[src/rtl/burst_seq_pkg.sv]
package burst_seq_pkg;

  typedef enum logic [1:0] {
    CMD_NOP   = 2'd0,
    CMD_READ  = 2'd1,
    CMD_WRITE = 2'd2
  } seq_cmd_e;

  typedef struct packed {
    logic     load;
    logic     step;
    logic     keep;
    seq_cmd_e cmd;
  } seq_strobe_t;

endpackage

[src/rtl/burst_seq_ctrl.sv]
module burst_seq_ctrl
  import burst_seq_pkg::*;
(
  input  logic        clk,
  input  logic        rst,
  input  logic        selA_n,
  input  logic        selB,
  input  logic        selC_n,
  input  logic        procStrobe_n,
  input  logic        ctrlStrobe_n,
  input  logic        advance_n,
  input  logic        writeReq_n,
  output seq_strobe_t strb
);

  logic activeQ;
  logic activeN;
  logic allSel;
  logic procHit;
  logic ctrlHit;

  assign allSel  = !selA_n && selB && !selC_n;
  assign procHit = !procStrobe_n && !selA_n;
  assign ctrlHit = !ctrlStrobe_n && !procHit;

  always_comb begin
    strb    = '{load: 1'b0, step: 1'b0, keep: 1'b0, cmd: CMD_NOP};
    activeN = activeQ;
    if (procHit) begin
      if (allSel) begin
        strb.load = 1'b1;
        strb.cmd  = CMD_READ;
        activeN   = 1'b1;
      end else begin
        activeN   = 1'b0;
      end
    end else if (ctrlHit) begin
      if (allSel) begin
        strb.load = 1'b1;
        strb.cmd  = writeReq_n ? CMD_READ : CMD_WRITE;
        activeN   = 1'b1;
      end else begin
        activeN   = 1'b0;
      end
    end else if (activeQ) begin
      strb.cmd  = writeReq_n ? CMD_READ : CMD_WRITE;
      strb.step = !advance_n;
      strb.keep = advance_n;
    end
  end

  always_ff @(posedge clk) begin
    if (rst) activeQ <= 1'b0;
    else     activeQ <= activeN;
  end

  AST_STROBE_EXCL: assert property (@(posedge clk) disable iff (rst)
    $onehot0({strb.load, strb.step, strb.keep})) else $error("strobe overlap");

  AST_IDLE_NOP: assert property (@(posedge clk) disable iff (rst)
    (!activeQ && procStrobe_n && ctrlStrobe_n) |-> (strb.cmd == CMD_NOP)) else $error("idle not nop");

endmodule

[src/rtl/burst_seq_datapath.sv]
module burst_seq_datapath
  import burst_seq_pkg::*;
#(
  parameter int ADDR_W = 18
) (
  input  logic              clk,
  input  logic              rst,
  input  logic              modeIlv,
  input  logic [ADDR_W-1:0] extAddr,
  input  seq_strobe_t       strb,
  output logic [1:0]        cmdOut,
  output logic [ADDR_W-1:0] addrOut
);

  localparam int BEAT_W  = 2;
  localparam int UPPER_W = ADDR_W - BEAT_W;

  generate
    if (ADDR_W <= BEAT_W) begin : g_widthBad
      $error("ADDR_W must exceed the beat field");
    end
  endgenerate

  logic [UPPER_W-1:0] upperQ, upperN;
  logic [BEAT_W-1:0]  startQ, startN;
  logic [BEAT_W-1:0]  beatQ, beatN;
  logic [BEAT_W-1:0]  lowN;

  always_comb begin
    upperN = upperQ;
    startN = startQ;
    beatN  = beatQ;
    if (strb.load) begin
      upperN = extAddr[ADDR_W-1:BEAT_W];
      startN = extAddr[BEAT_W-1:0];
      beatN  = '0;
    end else if (strb.step) begin
      beatN  = beatQ + 1'b1;
    end
    lowN = modeIlv ? (startN ^ beatN) : (startN + beatN);
  end

  always_ff @(posedge clk) begin
    if (rst) begin
      upperQ  <= '0;
      startQ  <= '0;
      beatQ   <= '0;
      cmdOut  <= CMD_NOP;
      addrOut <= '0;
    end else begin
      upperQ <= upperN;
      startQ <= startN;
      beatQ  <= beatN;
      cmdOut <= strb.cmd;
      if (strb.load || strb.step || strb.keep) addrOut <= {upperN, lowN};
    end
  end

  AST_LOAD_TAKES_EXT: assert property (@(posedge clk) disable iff (rst)
    strb.load |=> (addrOut == $past(extAddr))) else $error("load address");

  AST_HOLD_ON_SUSPEND: assert property (@(posedge clk) disable iff (rst)
    strb.keep |=> $stable(addrOut)) else $error("suspend moved");

  AST_UPPER_FIXED: assert property (@(posedge clk) disable iff (rst)
    strb.step |=> (addrOut[ADDR_W-1:BEAT_W] == $past(addrOut[ADDR_W-1:BEAT_W]))) else $error("upper moved");

  AST_LINEAR_STEP: assert property (@(posedge clk) disable iff (rst)
    (strb.step && !modeIlv) |=> (addrOut[BEAT_W-1:0] == $past(addrOut[BEAT_W-1:0]) + 2'd1)) else $error("linear order");

endmodule

[src/rtl/burst_addr_seq.sv]
module burst_addr_seq
  import burst_seq_pkg::*;
#(
  parameter int ADDR_W = 18
) (
  input  logic              clk,
  input  logic              rst,
  input  logic              selA_n,
  input  logic              selB,
  input  logic              selC_n,
  input  logic              procStrobe_n,
  input  logic              ctrlStrobe_n,
  input  logic              advance_n,
  input  logic              writeReq_n,
  input  logic              modeIlv,
  input  logic [ADDR_W-1:0] extAddr,
  output logic [1:0]        cmdOut,
  output logic [ADDR_W-1:0] addrOut
);

  seq_strobe_t strb;

  burst_seq_ctrl u_ctrl (
    .clk(clk), .rst(rst),
    .selA_n(selA_n), .selB(selB), .selC_n(selC_n),
    .procStrobe_n(procStrobe_n), .ctrlStrobe_n(ctrlStrobe_n),
    .advance_n(advance_n), .writeReq_n(writeReq_n),
    .strb(strb)
  );

  burst_seq_datapath #(.ADDR_W(ADDR_W)) u_dp (
    .clk(clk), .rst(rst),
    .modeIlv(modeIlv), .extAddr(extAddr),
    .strb(strb),
    .cmdOut(cmdOut), .addrOut(addrOut)
  );

  AST_PROC_START_READ: assert property (@(posedge clk) disable iff (rst)
    (!procStrobe_n && !selA_n && selB && !selC_n)
      |=> (cmdOut == CMD_READ && addrOut == $past(extAddr))) else $error("proc start");

  AST_DESELECT_NOP: assert property (@(posedge clk) disable iff (rst)
    (!ctrlStrobe_n && !(!selA_n && selB && !selC_n)) |=> (cmdOut == CMD_NOP)) else $error("deselect");

endmodule

[config.mk]
export PLATFORM = sky130hd
export DESIGN_NAME = burst_addr_seq
export DESIGN_NICKNAME = d
export VERILOG_FILES = /design/src/rtl/burst_seq_pkg.sv /design/src/rtl/burst_seq_ctrl.sv /design/src/rtl/burst_seq_datapath.sv /design/src/rtl/burst_addr_seq.sv
export SDC_FILE = /design/constraint.sdc
export NUM_CORES = 1
export LEC_CHECK = 0
export ABC_CLOCK_PERIOD_IN_PS = 2800
export BUFFER_PORTS_ARGS = -buffer_cell sky130_fd_sc_hd__buf_4
export CORE_MARGIN = 2
export CORE_UTILIZATION = 45
export DETAILED_ROUTE_END_ITERATION = 10
export PLACE_DENSITY_LB_ADDON = 0.2
export SLEW_MARGIN = 20
export SYNTH_ARGS = -nofsm -noshare
export SYNTH_HDL_FRONTEND = slang
export SYNTH_SLANG_ARGS = --single-unit
export TNS_END_PERCENT = 1
[constraint.sdc]
create_clock -name clk -period 2.8 [get_ports clk]
set_clock_uncertainty 0.05 [all_clocks]
set_input_delay 0.14 -clock clk [delete_from_list [all_inputs] [get_ports clk]]
set_output_delay 0.14 -clock clk [all_outputs]
set_load 0.01 [all_outputs]
# Yosys cells after proc, flatten, opt, wreduce, memory -nomap -nowiden

Cells that the tools add are included.

Add/sub/neg operators: 2
Multiplexer cells: 18
Bitwise operators: 1
Reduce and logical (&&, ||, !) cells: 13

Operators with widths:

| cell                | count |
|---|---|
| $mux 2              | 10 |
| $mux 16             | 1 |
| $logic_not 1->1     | 6 |
| $mux 1              | 6 |
| $logic_and 1x1->1   | 4 |
| $mux 4              | 1 |
| $add 2x1->2 const B | 1 |
| $add 2x2->2         | 1 |
| $logic_or 1x1->1    | 2 |
| $reduce_bool 2->1   | 1 |
| $xor 2x2->2         | 1 |

Register bits: 41
Input port bits: 28
Output and inout port bits: 20
Word-level logic and storage cells: 40

# Depth between registers and ports, before layout

Depth after elaboration: 10
Gate-level depth with buffers: 10
Gate-level depth less buffers: 9

# Modules after synthesis

From an unflattened synthesis, not the netlist that was laid out.

Cell total of the unflattened synthesis: 150
Area, all modules: 1604.0 sq um

Modules (own cells, without submodules):

| module             | times used | cells each | area an instance (sq um) | seq. area each (sq um) |
|---|---|---|---|---|
| burst_seq_datapath | 1          | 137        | 1505.2                   | 800.8 |
| burst_seq_ctrl     | 1          | 13         | 98.8                     | 20.0 |

# Least setup slack after synthesis

OpenSTA, ideal clock, no wires.

Path kind: input-to-reg
Start point: in selA_n
End point: reg u_dp.addrOut[1]
Setup time: 103 ps
Data arrival time: 1937 ps
Required time: 2647 ps
Path slack: 709 ps
Cell stages on the path: 10
Path buffers: 1
Cell sequence: or3b_1 a21oi_1 buf_2 nand2_1 nand2_1 ha_1 nand2b_1 and3_1 o221a_1 a2111oi_2

Elaborated cells between the ends (all ways): 19
Classes of those cells: 1 x add/sub; 9 x mux; 1 x bitwise; 8 x reduce/logical

RTL lines:

| what                                                        | line                                                             | text |
|---|---|---|
| from (decl)                                                 | burst_addr_seq.sv:8                                              | `input logic selA_n,` |
| $logic_not 1->1 (*)                                         | burst_seq_ctrl.sv:22, burst_seq_ctrl.sv:23                       |  |
| $logic_and 1x1->1, on equally long branches                 | burst_seq_ctrl.sv:22, burst_seq_ctrl.sv:23                       |  |
| $logic_and 1x1->1 / $logic_not 1->1 (equally long branches) | burst_seq_ctrl.sv:22, burst_seq_ctrl.sv:24                       |  |
| $mux 1 / $logic_and 1x1->1 (equally long branches)          | burst_seq_ctrl.sv:30, burst_seq_ctrl.sv:38, burst_seq_ctrl.sv:24 |  |
| $mux 1                                                      | burst_seq_ctrl.sv:37                                             | `end else if (ctrlHit) begin` |
| $mux 1 (*)                                                  | burst_seq_ctrl.sv:29                                             | `if (procHit) begin` |
| $mux 2 (*)                                                  | burst_seq_datapath.sv:33                                         | `if (strb.load) begin` |
| named net u_dp.startN[0]                                    | burst_seq_datapath.sv:25                                         | `logic [BEAT_W-1:0] startQ, startN;` |
| $add 2x2->2 (*)                                             | burst_seq_datapath.sv:40                                         | `lowN = modeIlv ? (startN ^ beatN) : (startN + beatN);` |
| $mux 2 (*)                                                  | burst_seq_datapath.sv:40                                         |  |
| to (signal assigned)                                        | burst_seq_datapath.sv:55                                         | `if (strb.load \|\| strb.step \|\| strb.keep) addrOut <= {upperN, lowN};` |
| to (decl)                                                   | burst_seq_datapath.sv:12                                         | `output logic [ADDR_W-1:0] addrOut` |

The timed path passes the listed nets; every way through them passes the cells marked *.
A chain may end at the register's enable or synchronous reset.

# Final worst setup path

Ends and elaborated chain as after synthesis.

==> flow_metrics.tcl <==
set metrics [dict create \
    status "finished clean" \
    cap_violations 0 \
    drive_gt1_frac 0.326 \
    die_y_um 64.3 \
    worst_path_most_repeated_cell "nand2_1" \
    synth-warning-count 0 \
    max-slew-margin-rel 0.715 \
    syn_nets 218 \
    cp_max_fo 9 \
    cts_sinks 41 \
    syn_area_per_cell_um2 8.66 \
    io_buffers 47 \
    drt_iter0_drc 59 \
    setup_tns_ps 0 \
    timing.final.max_slew_violations 0 \
    ctsResizeCount 0 \
    cts_buffers 5 \
    crit_family "simple AND/OR/NAND/NOR gates" \
    synth_top_area_cell "dfxtp_1" \
    fmax_mhz 529 \
    post-route-period-util 0.675 \
    final-hold-violation-count 0 \
    dr_total_vias 1399 \
    endpoint_kind "register" \
    place.gp.congestion 0.737 \
    synthTopCellsByArea "dfxtp_1 (50%), nand2_1 (13%), a21oi_1 (12%)" \
    min_path_type "in -> reg" \
    nFillCells 315 \
    htree_levels 2 \
    antenna_found_initial 0 \
    overflow 0 \
    clk_pin_slew_ps 110 \
    critPathSlowestCell "or3b_1" \
    cts_tree "yes" \
    dieArea_um2 4140 \
    grt_first_pass_wirelength_um 5370 \
    diodes 0 \
    synth.cell_area_um2 1640 \
    rows 21 \
    cts_buffer_depth 2 \
    start_util 0.479 \
    synth.distinct_cells 22 \
    seq_area_um2 821 \
    grt_max_degree 42 \
    wl_per_cell_um 11.4 \
    p_leak_nw 0.868 \
    area_growth_pct 27.8 \
    cts_root_buf "clkbuf_4" \
    period_needed_ps 1890 \
    post_cts_buffers 0 \
    ant_nets 0 \
    hold_buffers 1 \
    required_ps 2990 \
    coreArea_um2 3420 \
    crit_type "in -> reg" \
    finalWirelength_um 3210 \
    yosys_register_bits 41 \
    holdWs_ps 17.2 \
    insertion_delay_ps 330 \
    chipWidth_um 64.3 \
    worstPathCellList "buf_4 -> or3b_1 -> a21oi_2 -> nand2_1 -> nand2_1 -> ha_1 -> nand2b_1 -> and3_1 -> o221a_1 -> a2111oi_2" \
    cp.arrival_ps 2080 \
    cp_slowest_stage_delay_ps 430 \
    ir_drop_v 0.000357 \
    place_hpwl_um 2110 \
    ioPinCount 48 \
    multi_input_area_um2 773 \
    start_kind "input pin" \
    yosysTopAreaCellShare 0.502 \
    synthCells 189 \
    grt_pass1_vias 1252 \
    first_pass_iters 4 \
    tightestPinTransition_ps 428 \
    critPathBufInv 1 \
    finalSetupViolCount 0 \
    via_per_inst 4.96 \
    seq_area_frac_synth 0.502 \
    rsz0062_at_grt "no" \
    final_nets 265 \
    p_per_area_nw_per_um2 479 \
    remaining_drc_errors 0 \
    track_usage 0.166 \
]
==> final cells by class <==
cell class,count,share of cell area
Tap cell,46,0.0275
Timing Repair Buffer,51,0.184
Sequential cell,41,0.392
Clock buffer,7,0.0263
Multi-Input combinational cell,137,0.370
==> cells by family after synthesis <==
logic type	synth area share
XOR/XNOR	0.0107
multiplexers	0.110
flip-flops	0.502
buffers and inverters	0.0283
AO/OA/AOI/OAI	0.157
AND/OR/NAND/NOR	0.185
adder cells (fa/ha/maj)	0.00764
==> report_power, final <==
group,internal (W),switching (W)
Sequential,0.000599,0.00000699
Clock,0.000119,0.000170
Combinational,0.0000559,0.0000508
Total,0.000774,0.000228
==> synthesized netlist by cell type (all sizes together) <==
master,number
a2111oi,1
a211oi,1
a21bo,1
a21oi,39
and3,1
buf,4
clkbuf,7
dfxtp,41
ha,1
mux2,16
nand2,56
nand2b,1
nand3,2
nor2,7
nor3,3
nor3b,2
o211ai,1
o21ai,1
o221a,1
or3b,1
xnor2,2
==> worst paths after layout <==
path              slack [ps]               to  depth (start not counted)      startpoint
setup / recovery         910  u_dp.addrOut[1]                         10          selA_n
hold / removal            20  u_dp.addrOut[8]                          3      extAddr[8]
setup reg to reg        1020  u_dp.addrOut[1]                          9  u_ctrl.activeQ
hold reg to reg          410   u_dp.upperQ[5]                          2  u_dp.upperQ[5]
==> sequential cells by signal, summed over array words and instances, names as in the netlist <==
signal	flops
u_dp.addrOut	18
u_dp.upperQ	16
u_dp.beatQ	2
u_dp.cmdOut	2
u_dp.startQ	2
u_ctrl.activeQ	1
==> worst reg2reg max path, stage by stage (launching register included) <==
cell,delay [ps]
dfxtp_1,350
o211ai_2,100
nor2_1,120
xnor2_1,90
nor2_1,100
ha_1,150
nand2b_1,60
and3_1,190
o221a_1,210
a2111oi_2,260
==> placed cells by master (no fill, tap or decap) <==
cell type       n
dlygate4sd3_1   1
a21bo_2         1
mux2_2         16
xnor2_1         2
nor2_1          7
or3b_1          1
nand2_1        56
and3_1          1
buf_4          50
nor3b_2         1
o211ai_2        1
dfxtp_1        41
a21oi_1        38
a211oi_1        1
clkbuf_4        5
a2111oi_2       1
nand3_1         2
clkbuf_1        1
nand2b_1        1
ha_1            1
nor3_1          3
a21oi_2         1
clkbuf_8        1
nor3b_1         1
o21ai_0         1
o221a_1         1
==> through the flow <==
step / util / area [um2] / setup WS, ps / std cells / power, W
after CTS: 0.612 / 2090 / 918 / 282 / 0.00102
final: 0.612 / 2090 / 911 / 282 / 0.00100
after global placement: 0.593 / 2030 / 590 / 274 / 0.000725
after global routing: 0.612 / 2090 / 733 / 282 / 0.00105
after floorplan: - / 1640 / 709 / 189 / 0.000671
after detailed placement: 0.593 / 2030 / 550 / 274 / 0.000726
==> routing by layer <==
metal | vias to the layer above | GRT usage | share of wire
li1 | 734 | - | -
met1 | 622 | 0.215 | 0.48
met2 | 39 | 0.266 | 0.44
met3 | 4 | 0.0405 | 0.065
met4 | 0 | 0.0638 | 0.011
met5 | - | 0 | 0
No activity file was read; power rests on OpenSTA's default activity.
